==> config.mk <==
export PLATFORM = sky130hd
export DESIGN_NAME = raster_timing_gen
export DESIGN_NICKNAME = d
export VERILOG_FILES = /design/src/rtl/rtg_pkg.sv /design/src/rtl/rtg_regs.sv /design/src/rtl/rtg_counters.sv /design/src/rtl/rtg_outputs.sv /design/src/rtl/raster_timing_gen.sv
export SDC_FILE = /design/constraint.sdc
export NUM_CORES = 1
export LEC_CHECK = 0
export ABC_AREA = 1
export ABC_CLOCK_PERIOD_IN_PS = 1500
export BUFFER_PORTS_ARGS = -buffer_cell sky130_fd_sc_hd__buf_2
export CORE_MARGIN = 2
export CORE_UTILIZATION = 56
export CTS_CLUSTER_DIAMETER = 60
export DETAILED_ROUTE_END_ITERATION = 10
export GPL_TIMING_DRIVEN = 0
export HOLD_SLACK_MARGIN = 0.05
export PLACE_DENSITY = 0.76
export SLEW_MARGIN = 20
export SYNTH_ARGS = -nofsm -noshare
export SYNTH_HDL_FRONTEND = slang
export SYNTH_SLANG_ARGS = --single-unit
==> constraint.sdc <==
create_clock -name clk_i -period 1.5 [get_ports clk_i]
set_input_delay 0.15 -clock clk_i [delete_from_list [all_inputs] [get_ports clk_i]]
set_output_delay 0.15 -clock clk_i [all_outputs]
set_load 0.05 [all_outputs]
==> src/rtl/rtg_pkg.sv <==
package rtg_pkg;
  localparam int ADDR_W     = 4;
  localparam int NUM_TIMING = 9;

  localparam logic [ADDR_W-1:0] A_CTRL = 4'd0;
  localparam int                A_TBASE = 1;
  localparam logic [ADDR_W-1:0] A_SYNC = 4'd10;
  localparam logic [ADDR_W-1:0] A_DISP = 4'd11;

  // timing slot order follows word address minus A_TBASE
  localparam int T_HTOT  = 0;
  localparam int T_HDISP = 1;
  localparam int T_HSS   = 2;
  localparam int T_HSE   = 3;
  localparam int T_VTOT  = 4;
  localparam int T_VDISP = 5;
  localparam int T_VSS   = 6;
  localparam int T_VSE   = 7;
  localparam int T_PF    = 8;

  localparam int CTL_RUN     = 0;
  localparam int CTL_REFRESH = 1;
  localparam int SY_RGB      = 0;
  localparam int SY_ALL_OFF  = 1;
  localparam int SY_INV_H    = 3;
  localparam int SY_INV_V    = 4;
  localparam int SY_OFF_H    = 5;
  localparam int SY_OFF_V    = 6;
  localparam int DSP_BLANK   = 1;

  typedef struct packed {
    logic on_rgb;
    logic all_off;
    logic inv_h;
    logic inv_v;
    logic off_h;
    logic off_v;
  } sync_cfg_t;
endpackage

==> src/rtl/rtg_regs.sv <==
module rtg_regs
  import rtg_pkg::*;
#(
  parameter int CNT_W = 12
) (
  input  logic                             clk_i,
  input  logic                             rst_ni,
  input  logic                             wr_en_i,
  input  logic [ADDR_W-1:0]                wr_addr_i,
  input  logic [CNT_W-1:0]                 wr_data_i,
  input  logic                             reload_i,
  output logic [NUM_TIMING-1:0][CNT_W-1:0] timing_o,
  output logic                             run_o,
  output logic                             refresh_o,
  output sync_cfg_t                        sync_o,
  output logic                             blank_o
);

  generate
    for (genvar i = 0; i < NUM_TIMING; i++) begin : g_slot
      localparam logic [ADDR_W-1:0] SLOT_ADDR = ADDR_W'(A_TBASE + i);
      logic [CNT_W-1:0] pend_q, act_q;

      always_ff @(posedge clk_i or negedge rst_ni) begin
        if (!rst_ni) begin
          pend_q <= '0;
          act_q  <= '0;
        end else begin
          if (wr_en_i && wr_addr_i == SLOT_ADDR) pend_q <= wr_data_i;
          // staged copy reaches the counters only at a frame edge or when stopped
          if (reload_i) act_q <= pend_q;
        end
      end

      assign timing_o[i] = act_q;
    end
  endgenerate

  logic      run_q, refresh_q, blank_q;
  sync_cfg_t sync_q;

  always_ff @(posedge clk_i or negedge rst_ni) begin
    if (!rst_ni) begin
      run_q     <= 1'b0;
      refresh_q <= 1'b0;
      blank_q   <= 1'b0;
      sync_q    <= '0;
    end else if (wr_en_i) begin
      if (wr_addr_i == A_CTRL) begin
        run_q     <= wr_data_i[CTL_RUN];
        refresh_q <= wr_data_i[CTL_REFRESH];
      end
      if (wr_addr_i == A_SYNC) begin
        sync_q.on_rgb  <= wr_data_i[SY_RGB];
        sync_q.all_off <= wr_data_i[SY_ALL_OFF];
        sync_q.inv_h   <= wr_data_i[SY_INV_H];
        sync_q.inv_v   <= wr_data_i[SY_INV_V];
        sync_q.off_h   <= wr_data_i[SY_OFF_H];
        sync_q.off_v   <= wr_data_i[SY_OFF_V];
      end
      if (wr_addr_i == A_DISP) blank_q <= wr_data_i[DSP_BLANK];
    end
  end

  assign run_o     = run_q;
  assign refresh_o = refresh_q;
  assign sync_o    = sync_q;
  assign blank_o   = blank_q;

endmodule

==> src/rtl/rtg_counters.sv <==
module rtg_counters #(
  parameter int CNT_W = 12
) (
  input  logic             clk_i,
  input  logic             rst_ni,
  input  logic             run_i,
  input  logic [CNT_W-1:0] htot_i,
  input  logic [CNT_W-1:0] vtot_i,
  output logic [CNT_W-1:0] h_o,
  output logic [CNT_W-1:0] v_o,
  output logic             frame_end_o
);

  logic [CNT_W-1:0] h_q, v_q;
  logic             line_end, last_line;

  assign line_end    = (h_q == htot_i);
  assign last_line   = (v_q == vtot_i);
  assign frame_end_o = run_i && line_end && last_line;

  always_ff @(posedge clk_i or negedge rst_ni) begin
    if (!rst_ni) begin
      h_q <= '0;
      v_q <= '0;
    end else if (!run_i) begin
      h_q <= '0;
      v_q <= '0;
    end else if (line_end) begin
      h_q <= '0;
      v_q <= last_line ? '0 : v_q + CNT_W'(1);
    end else begin
      h_q <= h_q + CNT_W'(1);
    end
  end

  assign h_o = h_q;
  assign v_o = v_q;

endmodule

==> src/rtl/rtg_outputs.sv <==
module rtg_outputs
  import rtg_pkg::*;
#(
  parameter int CNT_W = 12
) (
  input  logic [CNT_W-1:0]                 h_i,
  input  logic [CNT_W-1:0]                 v_i,
  input  logic [NUM_TIMING-1:0][CNT_W-1:0] timing_i,
  input  logic                             run_i,
  input  logic                             refresh_i,
  input  sync_cfg_t                        sync_i,
  input  logic                             blank_i,
  output logic                             de_o,
  output logic                             hsync_o,
  output logic                             vsync_o,
  output logic                             prefetch_o,
  output logic                             sync_on_rgb_o
);

  logic h_win, v_win, h_act, v_act, fetch_ok;

  // start value is the last pixel before the pulse, end value the last pixel in it
  assign h_win = (h_i > timing_i[T_HSS]) && (h_i <= timing_i[T_HSE]);
  assign v_win = (v_i > timing_i[T_VSS]) && (v_i <= timing_i[T_VSE]);

  assign h_act = run_i && h_win && !sync_i.all_off && !sync_i.off_h;
  assign v_act = run_i && v_win && !sync_i.all_off && !sync_i.off_v;

  assign hsync_o = h_act ^ sync_i.inv_h;
  assign vsync_o = v_act ^ sync_i.inv_v;

  assign fetch_ok   = run_i && refresh_i;
  assign de_o       = fetch_ok && !blank_i &&
                      (h_i <= timing_i[T_HDISP]) && (v_i <= timing_i[T_VDISP]);
  assign prefetch_o = fetch_ok && (h_i == timing_i[T_PF]);

  assign sync_on_rgb_o = sync_i.on_rgb;

endmodule

==> src/rtl/raster_timing_gen.sv <==
module raster_timing_gen
  import rtg_pkg::*;
#(
  parameter int CNT_W = 12
) (
  input  logic              clk_i,
  input  logic              rst_ni,
  input  logic              wr_en_i,
  input  logic [ADDR_W-1:0] wr_addr_i,
  input  logic [CNT_W-1:0]  wr_data_i,
  output logic [CNT_W-1:0]  h_count_o,
  output logic [CNT_W-1:0]  v_count_o,
  output logic              de_o,
  output logic              hsync_o,
  output logic              vsync_o,
  output logic              prefetch_o,
  output logic              sync_on_rgb_o
);

  logic [NUM_TIMING-1:0][CNT_W-1:0] timing;
  logic      ctl_run, ctl_refresh, ctl_blank, frame_end;
  sync_cfg_t sync_cfg;

  rtg_regs #(.CNT_W(CNT_W)) u_regs (
    .clk_i     (clk_i),
    .rst_ni    (rst_ni),
    .wr_en_i   (wr_en_i),
    .wr_addr_i (wr_addr_i),
    .wr_data_i (wr_data_i),
    .reload_i  (!ctl_run || frame_end),
    .timing_o  (timing),
    .run_o     (ctl_run),
    .refresh_o (ctl_refresh),
    .sync_o    (sync_cfg),
    .blank_o   (ctl_blank)
  );

  rtg_counters #(.CNT_W(CNT_W)) u_cnt (
    .clk_i       (clk_i),
    .rst_ni      (rst_ni),
    .run_i       (ctl_run),
    .htot_i      (timing[T_HTOT]),
    .vtot_i      (timing[T_VTOT]),
    .h_o         (h_count_o),
    .v_o         (v_count_o),
    .frame_end_o (frame_end)
  );

  rtg_outputs #(.CNT_W(CNT_W)) u_out (
    .h_i           (h_count_o),
    .v_i           (v_count_o),
    .timing_i      (timing),
    .run_i         (ctl_run),
    .refresh_i     (ctl_refresh),
    .sync_i        (sync_cfg),
    .blank_i       (ctl_blank),
    .de_o          (de_o),
    .hsync_o       (hsync_o),
    .vsync_o       (vsync_o),
    .prefetch_o    (prefetch_o),
    .sync_on_rgb_o (sync_on_rgb_o)
  );

endmodule

# Word level (Yosys, flattened, before mapping)
# Cells that the tools add are included.
# word_totals
ram_bits	0
n_memories	0
latch_bits	0
in_bits	19
register_bits	249
mem_bits_ro	0
# op_classes
magnitude_cmp	6
muxes	5
n_addsub	2
bitwise	2
div	0
reduce_logical	34
eq_ne	15
shifts	0
n_mul	0
# ops
operator	n
$mux W12	5
$le A12 B12 Y1	4
$eq A12 B12 Y1	3
$add A12 B1 Y12 const B	2
$gt A12 B12 Y1	2
$logic_and A1 B1 Y1	24
$eq A4 B3 Y1 const B	4
$eq A4 B4 Y1 const B	4
$eq A4 B2 Y1 const B	2
$reduce_and A2 Y1	3
$logic_not A1 Y1	5
$eq A4 B1 Y1 const B	1
$logic_not A4 Y1	1
$ne A2 B1 Y1 const B	1
$xor A1 B1 Y1	2
$logic_or A1 B1 Y1	1

# Longest topological paths before layout
# depth
word_depth	6
mapped_depth	13
depth_no_buf	13

# Hierarchy
# From an unflattened synthesis, not the netlist that was laid out.
# hier_totals
cells_unflattened	1452
hier_area_um2	12756.0
# modules_own_cells
module	area_per_inst_um2	instances	cells_per_inst	seq_area_each_um2
rtg_regs	8906.0	1	855	5630.4
rtg_outputs	2199.6	1	357	0.0
rtg_counters	1642.8	1	238	600.6
raster_timing_gen	7.5	1	2	0.0

# Least setup slack after synthesis
# OpenSTA, ideal clock, no wires.
# synth_path
kind	register to output
from	register u_cnt.h_q[9] (netlist: u_cnt.h_o[9])
to	output de_o
n_path_buf	0
required_ps	1350
arrival_ps	2191
setup_slack_ps	-841
path_stages_with_launch	9
path_cell_list	dfrtp_1 ha_1 a21oi_1 nor2_1 nor3_1 nand3_1 nand2_1 nand2_1 nor2_1
# synth_via
elab_chain_cells	3
# synth_lines
item	line	source
from (decl)	rtg_counters.sv:14	logic [CNT_W-1:0] h_q, v_q;
from (signal assigned)	rtg_counters.sv:32	h_q <= h_q + CNT_W'(1);
$le A12 B12 Y1	rtg_outputs.sv:34	(h_i <= timing_i[T_HDISP]) && (v_i <= timing_i[T_VDISP]);
$logic_and A1 B1 Y1	rtg_outputs.sv:33	assign de_o = fetch_ok && !blank_i &&
$logic_and A1 B1 Y1	rtg_outputs.sv:34	
to (decl)	raster_timing_gen.sv:13	output logic de_o,
# No other way between the ends.

# Worst setup path after layout
# layout_path
from	register u_cnt.h_q[5] (netlist: u_cnt.h_o[5])
to	output hsync_o
# layout_via
elab_chain_cells	6
elab_cells_between_ends	7
classes_between	order compare: 2; bitwise: 1; reduce/logical: 4
# layout_lines
item	line	source
$gt A12 B12 Y1 or $le A12 B12 Y1 (tied branches)	rtg_outputs.sv:23	assign h_win = (h_i > timing_i[T_HSS]) && (h_i <= timing_i[T_HSE]);
$logic_and A1 B1 Y1 *	rtg_outputs.sv:23	
$logic_and A1 B1 Y1 * (3 in a row)	rtg_outputs.sv:26	assign h_act = run_i && h_win && !sync_i.all_off && !sync_i.off_h;
$xor A1 B1 Y1 *	rtg_outputs.sv:29	assign hsync_o = h_act ^ sync_i.inv_h;
to (decl)	raster_timing_gen.sv:14	output logic hsync_o,
# Every way passes the cells marked *; elsewhere a longest branch is shown, timed or not.

==> results.cfg <==
[synth]
avgSynthCellArea_um2 = 8.284
synth_top_cell_by_area = dfrtp_1
synthDistinctLibCells = 33
synth_cells = 1484
synth_top_family_by_area = simple AND/OR/NAND/NOR gates
synthesis.nets = 1577
yosysWarnings = 0
synth_area_um2 = 12290
synth_mux_area_share_pct = 0
yosys.area_share.xor_xnor_pct = 2.351
yosysSeqAreaShare_pct = 50.69
synthSimpleGateAreaFrac_pct = 24.96
yosys_register_bits = 249
synth.area.top_cells = dfrtp_1 (51%), nand2_1 (15%), ha_1 (7.5%), nand3_1 (5.3%), inv_1 (4.5%)
netlist.area_leader.share_pct = 50.69
synthAdderAreaFrac_pct = 7.532
synth_compound_area_share_pct = 7.033

[clocking]
cts_tree = built
cts_root_buf = clkbuf_16
h-tree-depth = 1
numCtsBuffers = 27
clockBufferDepth = 3
cts.clk_slew.worst_paths_ns = 0.06
numClockSinks = 249
clk_latency_ns = 0.55

[setup_path]
cp_cell_sequence = ha_1 > nand2_1 > nor2_1 > nand2_2 > a21oi_2 > nor2_1 > nor2_1 > nand3_1 > nand2_4 > buf_8
critPathBufInv = 1
critPathArrivalTime_ns = 2.45
cpMaxStageDelayCell = dfrtp_2
crit_top_cell = nor2_1
cp-end-kind = output port
max_stage_delay_ns = 0.50
reg2reg_depth = 15
critPathMaxFanout = 5
path_depth = 10
cp-start-kind = register
crit_family = simple AND/OR/NAND/NOR gates
crit_type = reg2out
crit_required_ns = 1.35

[floorplan]
rows = 54
initial_utilization_pct = 56.68
core_um2 = 21690
dieArea_um2 = 23150
ios = 48
die_h_um = 152.2
die_w_um = 152.2

[sta]
tightest_slew_ns = 0.7635
fin_ws_ns = -1.099
rsz0062_at_grt = yes
min_period_ns = 2.599
finalMaxSlewViolations = 0
clock-skew-final_ns = 0.01276
fin_crit_sh_pct = 173.3
tns_ns = -101.38
setup-violations-final = 142
fmax_mhz = 384.8
hold_viol = 0
maxSlewHeadroom_pct = 49.10

[drt]
wl_um = 37360
vias = 11160
avgViaCountPerCell = 5.762
firstDrtPassIters = 5
antenna_left = 0
avgRoutedWirePerCell_um = 19.30
drc = 0
drt_iter0_drc = 874

[layout]
nets = 1728
fin_area_um2 = 16180
drive_above_1_share_pct = 26.22
syn2layout_area_growth_pct = 31.64
fin_cells = 1936

[power]
power.total_mw = 26.99
p_leak_nw = 8.186
ir_worst_vdd_mv = 1.225
power_density_nw_per_um2 = 1668

[status]
status = complete, but fails checks
violations = negative setup slack

[global_route]
grt_pass1_vias = 10160
grt_max_degree = 95
grt_pass1_wl_um = 53110
grt.total_usage_pct = 28.85
grt-ovfl-total = 0
antenna_found_initial = 1

[placement]
place_congestion = 0.8641
hpwl_um = 21970
port_buffers = 47
place_area_um2 = 13250
place_inst = 1813

[job]
maxCapViolations = 0

[hold_path]
hold_class = in2reg
min_path_cells = 3
==> kinds of logic after synthesis <==
group,after synthesis
simple gates,744
flops,249
buf+inv,218
compound gates,166
fa+ha+maj,74
xor+xnor,33
==> synthesized netlist by cell type, drive strengths merged <==
| cell | n |
|---|---|
| nor3 | 9 |
| nand3 | 133 |
| nand4 | 25 |
| a21o | 2 |
| o22ai | 1 |
| inv | 151 |
| xor2 | 14 |
| o21a | 3 |
| ha | 74 |
| o2111ai | 1 |
| nand2 | 479 |
| dfrtp | 249 |
| o21bai | 2 |
| nor2 | 97 |
| xnor2 | 19 |
| a21oi | 55 |
| a221oi | 2 |
| o21ai | 98 |
| or2 | 1 |
| a31oi | 1 |
| a211oi | 1 |
| buf | 38 |
| clkinv | 3 |
| clkbuf | 26 |
==> layer usage <==
layer  track usage [%]  vias up  wire [um]
met5                 0        -          0
met1             40.47     5434      14500
li1                  -     5057          -
met3             3.783      136       3057
met4             10.59        0       1814
met2             46.53      528      17990
==> worst register-to-register path, cell delays in order (launching register included) <==
cell	delay, ns
dfrtp_4	0.55
buf_6	0.14
buf_6	0.10
buf_8	0.12
inv_2	0.05
nand2_1	0.04
nand2_1	0.08
nand2_2	0.09
nor2_4	0.16
nand3_4	0.13
nand2_8	0.17
buf_12	0.15
nand2_8	0.10
clkbuf_16	0.19
nand2_2	0.07
nand2_1	0.07
==> worst paths after layout <==
kind                                           start                           to  slack, ns
min in group asynchronous                     rst_ni   u_regs.g_slot[2].pend_q[6]       0.19
max in group asynchronous                     rst_ni                 u_cnt.v_o[9]       0.38
min                                    wr_data_i[11]  u_regs.g_slot[5].pend_q[11]       0.09
max reg2reg                             u_cnt.h_o[8]   u_regs.g_slot[1].act_q[11]      -0.85
min reg2reg                u_regs.g_slot[5].act_q[6]    u_regs.g_slot[5].act_q[6]       0.47
max                                     u_cnt.h_o[5]                      hsync_o      -1.10
==> where the power goes <==
part	switching [mW]	internal (mW)
Clock	2.77	3.64
Combinational	5.63	4.55
Sequential	1.68	8.73
Total	10.1	16.9
==> flip-flops by register name (all words and copies together) (netlist names) <==
| signal | cells |
|---|---|
| u_regs.g_slot.act_q | 108 |
| u_regs.g_slot.pend_q | 108 |
| u_cnt.h_o | 12 |
| u_cnt.v_o | 12 |
| u_regs.sync_o | 6 |
| u_regs.blank_o | 1 |
| u_regs.refresh_o | 1 |
| u_regs.run_o | 1 |
==> metrics by stage <==
step	worst slack (ns)	hold slack (ns)	util, %
2_1_floorplan	-0.3040	-0.1456	-
3_3_place_gp	-4.945	0.3843	60.77
3_5_place_dp	-0.6832	0.2233	61.07
4_1_cts	-1.016	0.05508	66.53
5_1_grt	-1.146	0.1136	74.62
6_report	-1.099	0.09417	74.62
==> final cells by class <==
| cell class | instances | area [um^2] |
|---|---|---|
| antenna | 1 | 2.502 |
| buffer | 58 | 525.5 |
| clock buffer | 38 | 747.0 |
| clock inverter | 11 | 90.09 |
| fill | 1352 | 5505 |
| inverter | 154 | 589.3 |
| multi-input combinational | 1019 | 6126 |
| sequential | 249 | 6272 |
| tap | 280 | 350.3 |
| timing repair buffer | 126 | 1480 |
==> placed cells by master (no fill, tap or decap), drive strengths merged, types with 2 or more instances in the layout <==
cell type / Yosys / final
nor2: 97 / 97
dlygate4sd3: 0 / 5
nand4: 25 / 25
xor2: 14 / 14
buf: 38 / 133
ha: 74 / 74
o21ai: 98 / 98
a21o: 2 / 2
a221oi: 2 / 2
o21a: 3 / 3
nor3: 9 / 9
nand2: 479 / 481
o21bai: 2 / 2
clkinv: 3 / 11
nand3: 133 / 133
a21oi: 55 / 55
clkinvlp: 0 / 2
dfrtp: 249 / 249
inv: 151 / 151
xnor2: 19 / 19
clkbuf: 26 / 84
==> timing repair <==
| action | in CTS | in global routing |
|---|---|---|
| hold buffers | 5 | 0 |
| resized for setup | 63 | 271 |
| endpoints found under the hold margin | 97 | 0 |
| cloned | 0 | 22 |
| setup endpoints to repair | 155 | 149 |
| pin swaps | 7 | 63 |
| setup buffers | 12 | 43 |
No activity file was read; power rests on OpenSTA's default activity.
